## src/rtl/sar_pkg.sv

```systemverilog
package sar_pkg;

  typedef enum logic [1:0] {
    ST_IDLE,
    ST_SAMPLE,
    ST_DECIDE,
    ST_XFER
  } sarState_e;

  // strobes from the sequencer to the datapath
  typedef struct packed {
    logic restart;   // start seen: clear search word and ready flag
    logic seed;      // leaving the sample clock: set MSB trial
    logic decide;    // resolve the bit at bitIdx, try the next lower one
    logic transfer;  // copy search word to the output register
  } sarStrobe_t;

endpackage

```

## src/rtl/sar_seq.sv

```systemverilog
module sar_seq
  import sar_pkg::*;
#(
  parameter int WIDTH = 10,
  localparam int IDX_W = $clog2(WIDTH)
) (
  input  logic             clk,
  input  logic             rstN,
  input  logic             startReq,
  output sarStrobe_t       strobe,
  output logic [IDX_W-1:0] bitIdx,
  output logic             busy
);

  localparam logic [IDX_W-1:0] TOP_IDX = IDX_W'(WIDTH - 1);

  sarState_e state;

  always_ff @(posedge clk or negedge rstN) begin
    if (!rstN) begin
      state  <= ST_IDLE;
      bitIdx <= '0;
    end else if (startReq) begin
      state  <= ST_SAMPLE;
      bitIdx <= TOP_IDX;
    end else begin
      case (state)
        ST_SAMPLE: begin
          state  <= ST_DECIDE;
          bitIdx <= TOP_IDX;
        end
        ST_DECIDE: begin
          if (bitIdx == '0) state <= ST_XFER;
          else              bitIdx <= bitIdx - 1'b1;
        end
        ST_XFER:  state <= ST_IDLE;
        default:  state <= ST_IDLE;
      endcase
    end
  end

  always_comb begin
    strobe.restart  = startReq;
    strobe.seed     = (state == ST_SAMPLE) && !startReq;
    strobe.decide   = (state == ST_DECIDE) && !startReq;
    strobe.transfer = (state == ST_XFER)   && !startReq;
  end

  assign busy = (state != ST_IDLE);

endmodule

```

## src/rtl/sar_datapath.sv

```systemverilog
module sar_datapath
  import sar_pkg::*;
#(
  parameter int WIDTH   = 10,
  parameter int LO_BITS = 2,
  localparam int IDX_W  = $clog2(WIDTH),
  localparam int HI_BITS = WIDTH - LO_BITS
) (
  input  logic               clk,
  input  logic               rstN,
  input  sarStrobe_t         strobe,
  input  logic [IDX_W-1:0]   bitIdx,
  input  logic               cmpHigh,
  input  logic               readyClr,
  input  logic               oeHigh,
  input  logic               oeLow,
  output logic [WIDTH-1:0]   trialCode,
  output logic [HI_BITS-1:0] busHi,
  output logic               busHiEn,
  output logic [LO_BITS-1:0] busLo,
  output logic               busLoEn,
  output logic               dataReady
);

  logic [WIDTH-1:0] sarReg, sarNext, outReg;

  always_comb begin
    sarNext = sarReg;
    if (strobe.restart) begin
      sarNext = '0;
    end else if (strobe.seed) begin
      sarNext = '0;
      sarNext[WIDTH-1] = 1'b1;
    end else if (strobe.decide) begin
      for (int b = 0; b < WIDTH; b++) begin
        if (int'(bitIdx) == b)          sarNext[b] = cmpHigh;
        else if (int'(bitIdx) == b + 1) sarNext[b] = 1'b1;
      end
    end
  end

  always_ff @(posedge clk or negedge rstN) begin
    if (!rstN) begin
      sarReg    <= '0;
      outReg    <= '0;
      dataReady <= 1'b0;
    end else begin
      sarReg <= sarNext;
      if (strobe.transfer) outReg <= sarReg;
      if (strobe.restart)       dataReady <= 1'b0;
      else if (strobe.transfer) dataReady <= 1'b1;
      else if (readyClr)        dataReady <= 1'b0;
    end
  end

  assign trialCode = sarReg;

  generate
    if (HI_BITS > 0) begin : g_hi
      assign busHi   = oeHigh ? outReg[WIDTH-1:LO_BITS] : '0;
      assign busHiEn = oeHigh;
    end
    if (LO_BITS > 0) begin : g_lo
      assign busLo   = oeLow ? outReg[LO_BITS-1:0] : '0;
      assign busLoEn = oeLow;
    end
  endgenerate

endmodule

```

## src/rtl/sar_bus_ctrl.sv

```systemverilog
module sar_bus_ctrl
  import sar_pkg::*;
#(
  parameter int WIDTH   = 10,
  parameter int LO_BITS = 2
) (
  input  logic                       clk,
  input  logic                       rstN,
  input  logic                       startReq,
  input  logic                       readyClr,
  input  logic                       cmpHigh,
  input  logic                       oeHigh,
  input  logic                       oeLow,
  output logic [WIDTH-1:0]           trialCode,
  output logic [WIDTH-LO_BITS-1:0]   busHi,
  output logic                       busHiEn,
  output logic [LO_BITS-1:0]         busLo,
  output logic                       busLoEn,
  output logic                       dataReady,
  output logic                       busy
);

  localparam int IDX_W = $clog2(WIDTH);

  sarStrobe_t       strobe;
  logic [IDX_W-1:0] bitIdx;

  sar_seq #(.WIDTH(WIDTH)) u_seq (
    .clk(clk), .rstN(rstN), .startReq(startReq),
    .strobe(strobe), .bitIdx(bitIdx), .busy(busy)
  );

  sar_datapath #(.WIDTH(WIDTH), .LO_BITS(LO_BITS)) u_dp (
    .clk(clk), .rstN(rstN), .strobe(strobe), .bitIdx(bitIdx),
    .cmpHigh(cmpHigh), .readyClr(readyClr), .oeHigh(oeHigh), .oeLow(oeLow),
    .trialCode(trialCode), .busHi(busHi), .busHiEn(busHiEn),
    .busLo(busLo), .busLoEn(busLoEn), .dataReady(dataReady)
  );

endmodule

```

## config.mk

```make
export PLATFORM = sky130hd
export DESIGN_NAME = sar_bus_ctrl
export DESIGN_NICKNAME = d
export VERILOG_FILES = /design/src/rtl/sar_pkg.sv /design/src/rtl/sar_seq.sv /design/src/rtl/sar_datapath.sv /design/src/rtl/sar_bus_ctrl.sv
export SDC_FILE = /design/constraint.sdc
export NUM_CORES = 1
export LEC_CHECK = 0
export ABC_AREA = 1
export BUFFER_PORTS_ARGS = -buffer_cell sky130_fd_sc_hd__buf_2
export CORE_ASPECT_RATIO = 1.1
export CORE_MARGIN = 2
export CORE_UTILIZATION = 50
export DETAILED_ROUTE_END_ITERATION = 10
export GPL_TIMING_DRIVEN = 0
export PLACE_DENSITY = 0.85
export SYNTH_ARGS = -nofsm -noshare
export SYNTH_HDL_FRONTEND = slang
export SYNTH_SLANG_ARGS = --single-unit
```

## constraint.sdc

```tcl
create_clock -name clk -period 1.55 [get_ports clk]
set_input_delay 0.31 -clock clk [delete_from_list [all_inputs] [get_ports clk]]
set_output_delay 0.31 -clock clk [all_outputs]
set_load 0.005 [all_outputs]
```

; ---- Yosys cells after proc, flatten, opt, wreduce, memory -nomap -nowiden
; Cells that the tools add are included.
[classes]
addsub = 1
eq_ne = 15
n_reduce_logical = 31
n_mux = 34
[ops]
columns = op, count
row1 = 4-bit nonzero test, 10
row2 = 10-bit two-way mux, 3
row3 = 4-bit == test (second input constant), 7
row4 = 1-bit two-way mux, 23
row5 = 2-bit AND reduction, 11
row6 = 3-bit nonzero test, 3
row7 = 4-bit by 3-bit == test with 1-bit output (second input constant), 2
row8 = 4-bit zero test, 2
row9 = 4-bit two-way mux, 2
row10 = 8-bit two-way mux, 1
row11 = 4-bit one-hot mux with 2 select lines, 1
row12 = 2-bit two-way mux, 3
row13 = 2-bit == test (second input constant), 2
row14 = 4-bit by 2-bit == test with 1-bit output (second input constant), 1
row15 = 2-bit one-hot mux with 2 select lines, 1
row16 = 4-bit by 1-bit subtractor with 4-bit output (second input constant), 1
row17 = 1-bit logical AND, 3
row18 = 3-bit by 2-bit inequality test with 1-bit output (second input constant), 1
row19 = 3-bit inequality test (second input constant), 1
row20 = 2-bit by 1-bit == test with 1-bit output (second input constant), 1
row21 = 2-bit nonzero test, 1
row22 = 1-bit zero test, 1
[totals]
inputBits = 7
wordCells = 95
regBits = 27
out_inout_bits = 24

; ---- Depth between registers and ports, before layout
; Gate-level depths: netlist of run 1.
[depth]
word_depth = 6
ltp_mapped = 9
mapped_depth_nobuf = 9

; ---- Cells and area by module
; A second synthesis of run 1 with hierarchy kept.
[unflattened]
cells_unflattened = 210
area_unflattened_um2 = 1549.0
[by_module_without_submodules]
columns = module, instances, seq_area_each_um2, area_per_inst_um2, cells_each
row1 = sar_datapath, 1, 525.5, 1119.8, 155
row2 = sar_seq, 1, 150.1, 429.2, 55

; ---- Least setup slack after synthesis of run 1
; OpenSTA, ideal clock, no wires.
[synth_path]
path_type = register to register
start = register u_seq.state[0]
end = register u_dp.sarReg[1] (netlist: u_dp.trialCode[1])
stages_incl_launch_ff = 8
arrival_time_ns = 1.223
slack_ns = 0.207
setup_ns = 0.119
path_buffers = 1
period_less_slack_ns = 1.343
required_ns = 1.431
path_cell_list = dfrtp_1 -> inv_1 -> ha_1 -> nor2_2 -> nand2_4 -> buf_6 -> a31oi_1 -> nor2_1
[synth_via]
elab_chain_cells = 4
elab_cells_between_ends = 9
cone_classes = 2 x eq/ne / 2 x mux / 5 x reduce/logical
[synth_lines]
columns = item, line_no
row1 = "start, declared", sar_seq.sv:17  ; sarState_e state;
row2 = "start signal, assigned", sar_seq.sv:21  ; state <= ST_IDLE;
row3 = "start signal, assigned", sar_seq.sv:24  ; state <= ST_SAMPLE;
row4 = "start signal, assigned", sar_seq.sv:29  ; state <= ST_DECIDE;
row5 = 2-bit by 1-bit == test with 1-bit output / 2-bit == test (equally long branches), "sar_seq.sv:44, sar_seq.sv:45"
row6 = "1-bit logical AND, on equally long branches", "sar_seq.sv:44, sar_seq.sv:45"
row7 = "4-bit nonzero test (no line), or another cell as far along", n/a
row8 = 2-bit AND reduction (no line) / 10-bit two-way mux (equally long branches), n/a
row9 = "end signal, assigned", sar_datapath.sv:48  ; sarReg <= sarNext;
row10 = "end, declared", sar_datapath.sv:25  ; logic [WIDTH-1:0] sarReg, sarNext, outReg;
; Several ways; a longest one is shown, not always the timed one.
; A chain may end at the register's enable or synchronous reset.

; ---- Worst setup path in the final report of run 1
[layout_path]
start = register u_seq.state[0]
end = output port busy
[layout_via]
elab_chain_cells = 1
[layout_lines]
columns = item, line_no
row1 = 2-bit nonzero test, sar_seq.sv:49  ; assign busy = (state != ST_IDLE);
row2 = "end, declared", sar_bus_ctrl.sv:20  ; output logic busy
; No other way between the ends.

==> summary.md, run 1 <==
The flow ran to the end, and the final reports show no timing, DRC or antenna violations. The portion of netlist area occupied by mux cells is 6.656%. For this run the aggregate overflow at the end of global routing stands at 0. Sorting the synthesized cells by how often they occur yields 61 x sky130_fd_sc_hd__nand2_1, 27 x sky130_fd_sc_hd__dfrtp_1, 25 x sky130_fd_sc_hd__inv_1. Measured in cells, the most critical reg-to-reg path has a length of 8. The final non-filler cell total is 269. In this run the mean area of a mapped cell was 8.136 sq um. Entering global routing, the biggest net connects 28 pins.

In the routed design, unresolved DRC markers number 0. 31 I/O pins were placed. For the count of TritonRoute iterations in the first routing pass, the log shows 4. The floorplan step defined a core boundary enclosing 3074 sq um. After Yosys synthesis, and, or, nand and nor cells account for 27.24% of the synthesized area.

After synthesis, the largest family of logic cells by area is simple AND/OR/NAND/NOR gates. At the end of routability-driven placement, the weighted congestion stood at 0.8548. Synthesized-area fraction occupied by xor and xnor cells: 0%. At the worst endpoint, the arrival time is 1.16 ns.

The register-to-register path setup slack was 0.12 ns. Cells with a size suffix above 1 make up 30.21% of the layout. At the later pin of the worst-skew pair, clock insertion delay measures 0.32 ns.

The share of the clock period used by the worst path works out to 94.52%. The tool flagged a number of max-cap violations equal to 0. The cell at the root of the clock tree was sky130_fd_sc_hd__clkbuf_4. After floorplanning, the core was divided into 21 placement rows. Counting the fill cells in the layout gives 282. In this run the deepest clock path goes through 2 buffers. Nature of the critical path startpoint: a flop.

The final hold violation count was 0. Total chip power: 2.365 mW. The signal on the critical path passes through inv_2, ha_1, inv_1, buf_2. The synthesized netlist devotes 7.192% of its cell area to compound gates. The tools report the endpoint of the most critical register-to-register path as u_seq.bitIdx[0]. The worst clock skew on the final layout was 0.007153 ns; the highest ir drop seen on vdd was 0.7266 mV.

By area the synthesized netlist is led by sky130_fd_sc_hd__dfrtp_1 41%, sky130_fd_sc_hd__nand2_1 14%, sky130_fd_sc_hd__ha_1 6.9%, sky130_fd_sc_hd__inv_1 5.7%, sky130_fd_sc_hd__nand3_1 5.2%. Counting flops and latches in the post-synthesis netlist gives 27. The total power density per cell area works out to 1263 nW/um^2.

The detailed router finished its first iteration with 35 violations. The first global-routing pass estimated 5492 um of wire. The path with the worst hold slack has its endpoint at u_dp.dataReady. The achievable frequency is 682.5 MHz.

In this run the critical register-to-register path is launched from u_seq.state[0]. The run gives 675.6 sq um as the combined flip-flop and latch cell area. The logs give 1 for the number of levels in the clock H-tree and 0 for the total setup violations reported at the end of the flow. The Yosys step of the flow raised 0 warnings. Sequential cells were found to cover 41.32% of the synthesized design area.

Measured along the x axis, the die boundary spans 58.53 um. The multi-input gate area in the final layout was 797.0 sq um; the starting density of the core was 53.19%. The clock period could shrink to 1.465 ns. The leading area contributor after synthesis was sky130_fd_sc_hd__dfrtp_1. The class of the worst hold path is primary input to flop.

The largest driver fanout on the critical path is 3, and the average via count per standard cell is 5.119. Total instance count after detailed placement: 264. In the final routed layout, each cell accounts on average for 11.78 um. For this run, the total global-route usage over all layers was measured as 18.87%.

Number of cells on the worst hold path: 4. On the critical path, the stage with the largest delay is an instance of sky130_fd_sc_hd__dfrtp_1. In this run the static leakage power is 1.110 nW. TritonCTS built the clock tree.

Fraction of synthesized cell area taken by the top area cell type: 41.32%. The area of the die is 3745 sq um, and the via count of the first global-routing pass is 1274. For the required time at the worst-slack endpoint, the log shows 1.24 ns. The largest single stage delay on the critical path is 0.43 ns. By startpoint and endpoint, the worst setup path is classified as flop to output pin. When the netlist entered floorplanning its net count stood at 217.

Worst-margin pin slew: 0.5942 ns. The startpoint of the worst hold path is readyClr. The worst setup path is captured at an output pin. The net count of the finished layout is 252. The tools report the final number of max-transition violations as 0. The distinct cell type count of the synthesized netlist was 27; the number of enable flip-flop cells after synthesis was 0. Of the total synthesized cell area, the portion taken by full adders, half adders and majority gates is 6.886%.

The most instantiated flip-flop cell in the synthesis netlist is sky130_fd_sc_hd__dfrtp_1. The final non-filler cell area was 1873 sq um; the initial antenna violation count was 0. The clock sink total was 27. Among all cell types in the netlist, the one instantiated most often is sky130_fd_sc_hd__nand2_1.

Count of vias placed by the detailed router: 1377. Buffers placed on the I/O ports in this run total 29. The count of nets left with antenna violations once routing finished came out at 0. The mapped netlist covers 1635 sq um. For the total inserted antenna cells, the log shows 0.

The run gives 2325 um as the half-perimeter wire length after placement. The tools report the routed wire length as 3170 um. The proportion of synthesized flip-flops having asynchronous set or reset works out to 100.0%. From synthesis to final layout, the design area changed by 14.54%.

In this run the cell area measured after placement is 1823 sq um. Synthesis produced 201 cells. The run gives 0.08488 ns as the worst setup slack after layout. Clock tree synthesis inserted a total of 3 buffers. Final hold analysis gives a worst-case slack of 0.1938 ns. Die extent in y: 63.98 um.

For the normalized max-slew margin, the log shows 60.39%. OpenSTA, run right after detailed placement, puts the worst setup slack at 0.06573 ns. The clock edge transition at the registers on the reported setup and hold paths works out to 0.15 ns.
==> registers in the layout, summed over array words and instances, names as in the netlist <==
signal / count
u_dp.dataReady: 1
u_dp.outReg: 10
u_dp.trialCode: 10
u_seq.bitIdx: 4
u_seq.state: 2
==> placed cells by master (no fill, tap or decap), drive strengths merged, types with 2 or more instances in the layout <==
| cell | instances |
|---|---|
| a31oi | 2 |
| nor2 | 12 |
| buf | 35 |
| ha | 9 |
| o21ai | 10 |
| mux2 | 8 |
| nand2 | 68 |
| clkbuf | 4 |
| dfrtp | 27 |
| inv | 28 |
| nand3 | 17 |
| a21oi | 9 |
==> kinds of logic after synthesis <==
| logic type | Yosys count |
|---|---|
| buffers and inverters | 35 |
| DFF | 27 |
| AOI/OAI and AO/OA | 22 |
| and+or+nand+nor | 100 |
| muxes | 8 |
| adders and majority gates | 9 |
==> what timing repair did <==
item / CTS / global route
setup endpoints to repair: 0 / 14
endpoints found under the hold margin: 27 / 0
buffers inserted: 0 / 0
resized for setup: 0 / 8
hold buffers: 1 / 0
==> layout make-up <==
cell class / instances / area share, %
multi-input cells: 139 / 42.55
inverters: 28 / 5.745
well taps: 34 / 2.271
clock buffers: 3 / 1.202
clock inverters: 1 / 0.2672
plain buffers: 7 / 3.607
repair buffers: 30 / 8.283
flip-flops and latches: 27 / 36.07
==> worst max path at each step <==
stage | end | startpoint | cells after the start
6_report | busy | u_seq.state[0] | 4
5_1_grt | u_dp.trialCode[5] | u_seq.state[1] | 7
4_1_cts | u_seq.bitIdx[0] | u_seq.state[0] | 8
3_5_place_dp | u_dp.trialCode[1] | u_seq.state[0] | 7
3_3_place_gp | u_seq.bitIdx[0] | u_seq.state[0] | 8
2_1_floorplan | u_dp.trialCode[1] | u_seq.state[0] | 7
==> report_power, final <==
group / switching (mW) / total, mW / internal, mW
logic: 0.520 / 0.991 / 0.471
clock network: 0.210 / 0.307 / 0.0967
registers: 0.146 / 1.07 / 0.922
total: 0.876 / 2.36 / 1.49
==> metrics by stage <==
stage	TNS [ns]	util, %
global route	-0.002706	60.93
global placement	0	59.30
finish	0	60.93
floorplan	0	-
detailed placement	0	59.30
CTS	0	60.52
==> worst max-delay path: cells and delay by family (launching register included) <==
kind / cells / cell delay [ns]
DFF: 1 / 0.43
buffers and inverters: 3 / 0.22
adders and majority gates: 1 / 0.19
==> layer usage <==
layer | wire length, um | global-route usage [%]
met1 | 1403 | 24.54
met2 | 1558 | 32.87
met3 | 175 | 2.429
met4 | 33 | 4.360
met5 | 0 | 0
No activity file was read; power rests on OpenSTA's default activity.
==> run 2, diff against run 1 <==
- PLACE_DENSITY: 0.85 -> 0.73
==> run 2 against run 1 <==
Net effect:
- combinational power rose by 4%
- die area did not move
- maximum frequency fell by 1.6%
- sequential share of layout area fell by 0.46 points
- clock power rose by 4%
- design area rose by 1.5%
- register-to-register slack barely moved
- highest routed layer unchanged
- sequential power barely moved
- via count fell by 1.3%
==> summary.md, run 2 (synthesized netlist as in run 1, its figures left out) <==
The flow ran to the end, and the final reports show no timing, DRC or antenna violations. For the total I/O pin count, the log shows 31 (unchanged). Core box area: 3074 sq um (unchanged).

Traced cell by cell, the critical path runs through inv_2, ha_4, inv_1, buf_2. The half-perimeter wire length after placement was 2476 um (+6.5%). The number of inserted filler cells in the final layout was 279 (-1.1%); the switching share of power was 37.69% (+0.66 points). The tools report the count of TritonRoute iterations in the first routing pass as 4 (unchanged). The family of cells with the greatest summed delay on the critical path was flip-flops. The via count of the first global-routing pass is 1261 (-1.0%), and the average wire per cell in the routed design is 12.23 um (+3.8%). The worst setup path is launched from a flop. The count of vias placed by the detailed router was 1359 (-1.3%); the CTS buffer count was 3 (unchanged). The achievable frequency was 671.9 MHz (-1.6%); the number of buffers on the longest clock path was 2 (unchanged).

The starting density of the core came out at 53.19% (unchanged). Leaving out fill and tap cells, the most frequent cell in the layout is sky130_fd_sc_hd__nand2_1. Final-stage net count: 252 (unchanged). For the combinational cell fraction of total power, the log shows 42.3% (+0.4 points). The die extent in y is 63.98 um (unchanged). The run gives 1823 sq um (unchanged) as the placement-stage cell area. The sum of overflow across all layers after global routing was 0 (unchanged). The share of the clock period used by the worst path is 96.02% (+1.5 points). Final number of max-transition violations: 0 (unchanged). The power dissipated by switching net loads was 912.9 uW (+4.2%); the relative area change from synthesis to final layout was 16.22%.

The delay of the slowest cell on the worst path is 0.47 ns (+0.04 ns). The run gives 0 (unchanged) as the number of remaining DRC errors. The internal portion of total power was 1.509 mW (+1.4%). The run gives 0.7076 mV (-2.6%) as the highest ir drop seen on vdd. The average via count per standard cell was 5.052 (-1.3%). Overall fraction of global-route tracks in use: 19.70% (+0.82 points). The site row count is 21 (unchanged), and the initial antenna violation count is 0 (unchanged). Number of violations of the max-capacitance limit: 0 (unchanged). The routability-driven placement congestion ratio is 0.8634 (+1.0%), and the clock sink total is 27 (unchanged). The worst path buffer plus inverter count is 3 (unchanged). The width of the chip was 58.53 um (unchanged).

The number of levels in the clock H-tree came out at 1 (unchanged). The arrival time at the worst endpoint was 1.18 ns (+0.02 ns). STA classifies the critical path endpoint as an output pin. The total chip power is 2.422 mW (+2.4%).

The clock edge transition at the registers on the reported setup and hold paths works out to 0.15 ns (about the same). The cell at the root of the clock tree was sky130_fd_sc_hd__clkbuf_4. Slowest cell on the critical path: sky130_fd_sc_hd__dfrtp_2.

The number of DRC markers in iteration 0 was 36 (+2.9%); the static leakage was 1.110 nW (about the same). The total inserted antenna cells was 0 (unchanged). The area of the die is 3745 sq um (unchanged). The largest driver fanout on the critical path is 3 (unchanged). The run gives 0.002018 ns (-0.005134 ns) as the worst clock skew on the final layout. TritonCTS built the clock tree. The number of input and output port buffers inserted is 29 (unchanged), and the final hold violation count is 0 (unchanged). For the required time at the worst-slack endpoint, the log shows 1.24 ns (about the same). The final non-filler cell area was 1901 sq um (+1.5%). In the layout the commonest cells are 61 x sky130_fd_sc_hd__nand2_1, 29 x sky130_fd_sc_hd__buf_2, 26 x sky130_fd_sc_hd__dfrtp_1. The tools report the total setup violations reported at the end of the flow as 0 (unchanged).

The part of the total power dissipated in the clock network is 13.2% (+0.2 points). The worst setup path is of the flop to output pin kind. The share of final-layout standard cells stronger than drive strength 1 came out at 31.06% (+0.85 points). The routed wire length is 3289 um (+3.8%), and the clock latency of the later-clocked register in the worst-skew pair is 0.33 ns (about the same).

The min-delay analysis places its worst path in the category primary input to flop. The maximum number of pins on one net before global-route repair was 28 (unchanged); the total power density per cell area was 1275 nW/um^2 (+0.95%). Sequential cell fraction of total power: 44.5% (-0.6 points). The minimum clock period after layout is 1.488 ns (+0.02312 ns). The wire length of the first global-routing pass came out at 5616 um (+2.3%).

The normalized max-slew margin was 60.63% (+0.24 points); the worst-margin pin slew was 0.5906 ns (-0.003629 ns). The run gives 0 (unchanged) as the number of nets with antenna violations after detailed routing.
## run 2: metrics by stage
stage | hold WS (ns) | setup TNS [ns] | util, % | worst slack (ns) | cells
6_report | 0.1888 | 0 | 61.82 | 0.06175 | 269
5_1_grt | 0.2182 | -0.01081 | 61.82 | -0.005563 | 269
4_1_cts | 0.1919 | 0 | 60.48 | 0.01977 | 269
3_5_place_dp | 0.3502 | 0 | 59.30 | 0.04990 | 264
3_3_place_gp | 0.3473 | 0 | 59.30 | 0.07526 | 264
2_1_floorplan | 0.01441 | 0 | - | 0.2071 | 201
## run 2: layout make-up
class                      count  area [sq um]  area share, %
tap                           34         42.54          2.238
timing repair buffer          30         155.1          8.163
buffer                         7         67.56          3.555
clock buffer                   4         26.28          1.382
sequential                    27         676.9          35.62
multi-input combinational    139         824.5          43.38
inverter                      28         107.6          5.662
## run 2: what timing repair did
action                                 4_1_cts  5_1_grt
setup buffers                                0        0
hold buffers                                 1        0
endpoints found under the hold margin       27        0
setup endpoints to repair                    0       14
resized for setup                            0       15
## run 2: worst paths after layout
path	to	cells past startpoint	slack, ns	start
setup / recovery	busy	4	0.06	u_seq.state[0]
hold reg to reg	u_dp.dataReady	2	0.49	u_dp.dataReady
setup reg to reg	u_dp.trialCode[9]	7	0.12	u_seq.state[0]
min in group asynchronous	u_dp.outReg[8]	2	0.49	rstN
max in group asynchronous	u_seq.state[0]	2	0.64	rstN
hold / removal	u_dp.dataReady	4	0.19	readyClr
## run 2: worst min-delay path, stage by stage
cell	delay (ns)
sky130_fd_sc_hd__buf_2	0.07
sky130_fd_sc_hd__nor2_1	0.03
sky130_fd_sc_hd__nand2_1	0.04
sky130_fd_sc_hd__nand2_1	0.05
## run 2: metal layers
layer  vias to the layer above  global-route usage [%]  share of wire [%]
met1                       626                   25.39                 45
li1                        696                       -                  -
met5                         -                       0                  0
met3                         5                   2.429                4.0
met2                        32                   32.58                 49
met4                         0                   8.721                1.7
## run 2: power groups by stage
stage	combinational [mW]	clock, mW	sequential, mW
floorplan	0.687	0	1.06
global placement	0.961	0	1.07
detailed placement	0.993	0	1.09
CTS	1.00	0.319	1.07
global route	1.16	0.362	1.11
finish	1.03	0.320	1.08
==> run 3, diff against run 2 <==
- CELL_PAD_IN_SITES_DETAIL_PLACEMENT: unset -> 1
- CELL_PAD_IN_SITES_GLOBAL_PLACEMENT: unset -> 1
- CORE_UTILIZATION: 50 -> 40
- PLACE_DENSITY: 0.73 -> unset
- PLACE_DENSITY_LB_ADDON: unset -> 0.1
==> run 3 against run 2 <==
Net effect:
- design area is 1.1% higher
- critical path depth unchanged
- maximum frequency grew 0.80%
- clock skew rose by 0.0087 ns
- largest cell class unchanged
- highest routed layer unchanged
==> summary.md, run 3 (synthesized netlist as in run 1, its figures left out) <==
Starting density of the core: 41.57% (-12 points). TritonCTS built the clock tree. The logs give 27 (unchanged) for the clock sink total and 0 (unchanged) for the sum of overflow across all layers after global routing. For the routability-driven placement congestion ratio, the log shows 0.9064 (+5.0%). The total power density per cell area is 1325 nW/um^2 (+3.9%).

The setup slack after placement was 0.003504 ns (-0.04640 ns). The total setup violations reported at the end of the flow was 0 (unchanged); the number of inserted filler cells in the final layout was 518 (+86%). The count of TritonRoute iterations in the first routing pass was 4 (unchanged). The total I/O pin count is 31 (unchanged).

The tools report the total inserted antenna cells as 0 (unchanged). The run gives 0 (unchanged) as the final hold violation count. The average via count per standard cell works out to 4.979 (-1.4%). For the worst setup slack after layout, the log shows 0.07358 ns (+0.01183 ns). Die extent in y: 71.06 um (+11%). The tools report the cell at the root of the clock tree as sky130_fd_sc_hd__clkbuf_8.

The run finished with clean final reports. Overall fraction of global-route tracks in use: 19.24% (-0.46 points). The logs give 0 (unchanged) for the number of remaining DRC errors and 3066 um (+24%) for the half-perimeter wire length after placement.

The logs give 2 (unchanged) for the number of buffers on the longest clock path and 0.02403 ns (-0.1647 ns) for the smallest hold slack. The average wire per cell in the routed design was 13.93 um (+14%); the relative area change from synthesis to final layout was 17.44%. The largest driver fanout on the critical path is 3 (unchanged). Highest ir drop seen on vdd: 0.5002 mV (-29%). The library cell used most frequently in the layout, excluding fill and tap cells, is sky130_fd_sc_hd__nand2_1. For the worst clock skew on the final layout, the log shows 0.01070 ns (+0.008685 ns). The width of the chip was 64.97 um (+11%). In the layout the commonest cells are 61 x sky130_fd_sc_hd__nand2_1, 29 x sky130_fd_sc_hd__buf_2, 26 x sky130_fd_sc_hd__dfrtp_1. The tools report the final number of max-transition violations as 0 (unchanged). For the via count of the first global-routing pass, the log shows 1550 (+23%). The routed wire length is 3983 um (+21%), and the clock latency of the later-clocked register in the worst-skew pair is 0.28 ns (-0.05 ns). Achievable frequency: 677.3 MHz (+0.80%). Setup repair after global routing could not meet its margin everywhere. The critical path is of the flop to output pin type. The run gives 0 (unchanged) as the number of post-CTS setup repair buffers. Type of destination of the critical path: an output pin.

The tools report the CTS buffer count as 3 (unchanged). The arrival time at the worst endpoint is 1.17 ns (about the same). The tools report the normalized max-slew margin as 59.16% (-1.5 points).

The minimum clock period after layout is 1.476 ns (-0.01183 ns). The static leakage was 1.113 nW (+0.28%). The worst-margin pin slew is 0.6126 ns (+0.02202 ns). For the maximum number of pins on one net before global-route repair, the log shows 28 (unchanged).

Class of the worst hold path: primary input to asynchronous set/reset pin. The number of DRC markers in iteration 0 came out at 28 (-22%). The share of final-layout standard cells stronger than drive strength 1 was 30.34% (-0.72 points); the clock edge transition at the registers on the reported setup and hold paths was 0.11 ns (-0.04 ns). STA classifies the critical path startpoint as a flop. The wire length of the first global-routing pass is 6989 um (+24%), and the number of violations of the max-capacitance limit is 0 (unchanged). For the accumulated negative setup slack, the log shows 0 ns (unchanged).

The final-stage net count is 251 (-0.40%), and the number of nets with antenna violations after detailed routing is 0 (unchanged). The number of levels in the clock H-tree is 1 (unchanged). The core box area was 3934 sq um (+28%); the count of vias placed by the detailed router was 1424 (+4.8%).

The logs give 24 (+14%) for the site row count and 1.24 ns (about the same) for the required time at the worst-slack endpoint. The area of the die was 4616 sq um (+23%); the share of the clock period used by the worst path was 95.25% (-0.76 points). The initial antenna violation count was 0 (unchanged); the number of input and output port buffers inserted was 29 (unchanged).
==> run 3: changes by cell type in the layout (fill, tap and decap cells not counted) <==
cell and delta:
sky130_fd_sc_hd__ha_4 -1, sky130_fd_sc_hd__clkbuf_4 -3, sky130_fd_sc_hd__dlygate4sd3_1 -1, sky130_fd_sc_hd__clkbuf_8 +3, sky130_fd_sc_hd__o21ai_1 -1, sky130_fd_sc_hd__ha_1 +2
sky130_fd_sc_hd__ha_2 -1, sky130_fd_sc_hd__inv_1 +1, sky130_fd_sc_hd__o21ai_0 +1, sky130_fd_sc_hd__clkbuf_1 -1, sky130_fd_sc_hd__clkinvlp_4 +1, sky130_fd_sc_hd__inv_2 -1
==> run 3: critical path, cell delays in order, from the launching register on <==
cell and delay, ns:
sky130_fd_sc_hd__dfrtp_1 0.42, sky130_fd_sc_hd__inv_1 0.15, sky130_fd_sc_hd__ha_1 0.17, sky130_fd_sc_hd__inv_1 0.04, sky130_fd_sc_hd__buf_2 0.11
==> run 3: metal layers <==
metal | vias to the layer above | share of wire (%) | GRT usage [%]
li1 | 694 | - | -
met3 | 6 | 3.1 | 2.703
met5 | - | 0 | 0
met1 | 698 | 41 | 22.22
met4 | 0 | 0.90 | 4.019
met2 | 26 | 55 | 37.11
==> run 3: worst paths after layout <==
kind	from	to	slack, ns	depth (start not counted)
worst min-delay path	rstN	u_dp.outReg[5]	0.02	1
worst max-delay path	u_seq.state[1]	busy	0.07	4
max in group asynchronous	rstN	u_seq.state[0]	1.09	1
min in group clk	readyClr	u_dp.dataReady	0.26	4
worst max register to register	u_seq.state[1]	u_dp.trialCode[4]	0.10	7
worst min register to register	u_dp.outReg[5]	u_dp.outReg[5]	0.49	2
==> run 3: cell type report <==
type / instances / area, sq um / share of cell area [%]
Multi-Input combinational cell: 139 / 809.5 / 42.15
Sequential cell: 27 / 676.9 / 35.24
Timing Repair Buffer: 29 / 145.1 / 7.557
Inverter: 28 / 107.6 / 5.603
Buffer: 7 / 67.56 / 3.518
Tap cell: 52 / 65.06 / 3.388
Clock buffer: 3 / 41.29 / 2.150
Clock inverter: 1 / 7.507 / 0.3909
==> run 3: timing repair <==
action,CTS,global route
setup endpoints to repair,6,13
gates resized for setup,1,9
pin swaps,1,0
hold buffers,0,0
==> run 3: metrics by stage <==
stage	power, mW	util, %	instances	area (sq um)
after floorplan	1.752	-	201	1635
after CTS	2.546	48.22	286	1897
after global placement	2.050	46.91	282	1846
after global routing	2.768	48.82	286	1921
after detailed placement	2.120	46.91	282	1846
final	2.544	48.82	286	1921
==> run 3: report_power, final <==
part / internal, mW / leakage (nW) / switching (mW)
sequential: 0.924 / 0.342 / 0.153
clock: 0.183 / 0.0217 / 0.243
combinational: 0.477 / 0.749 / 0.565
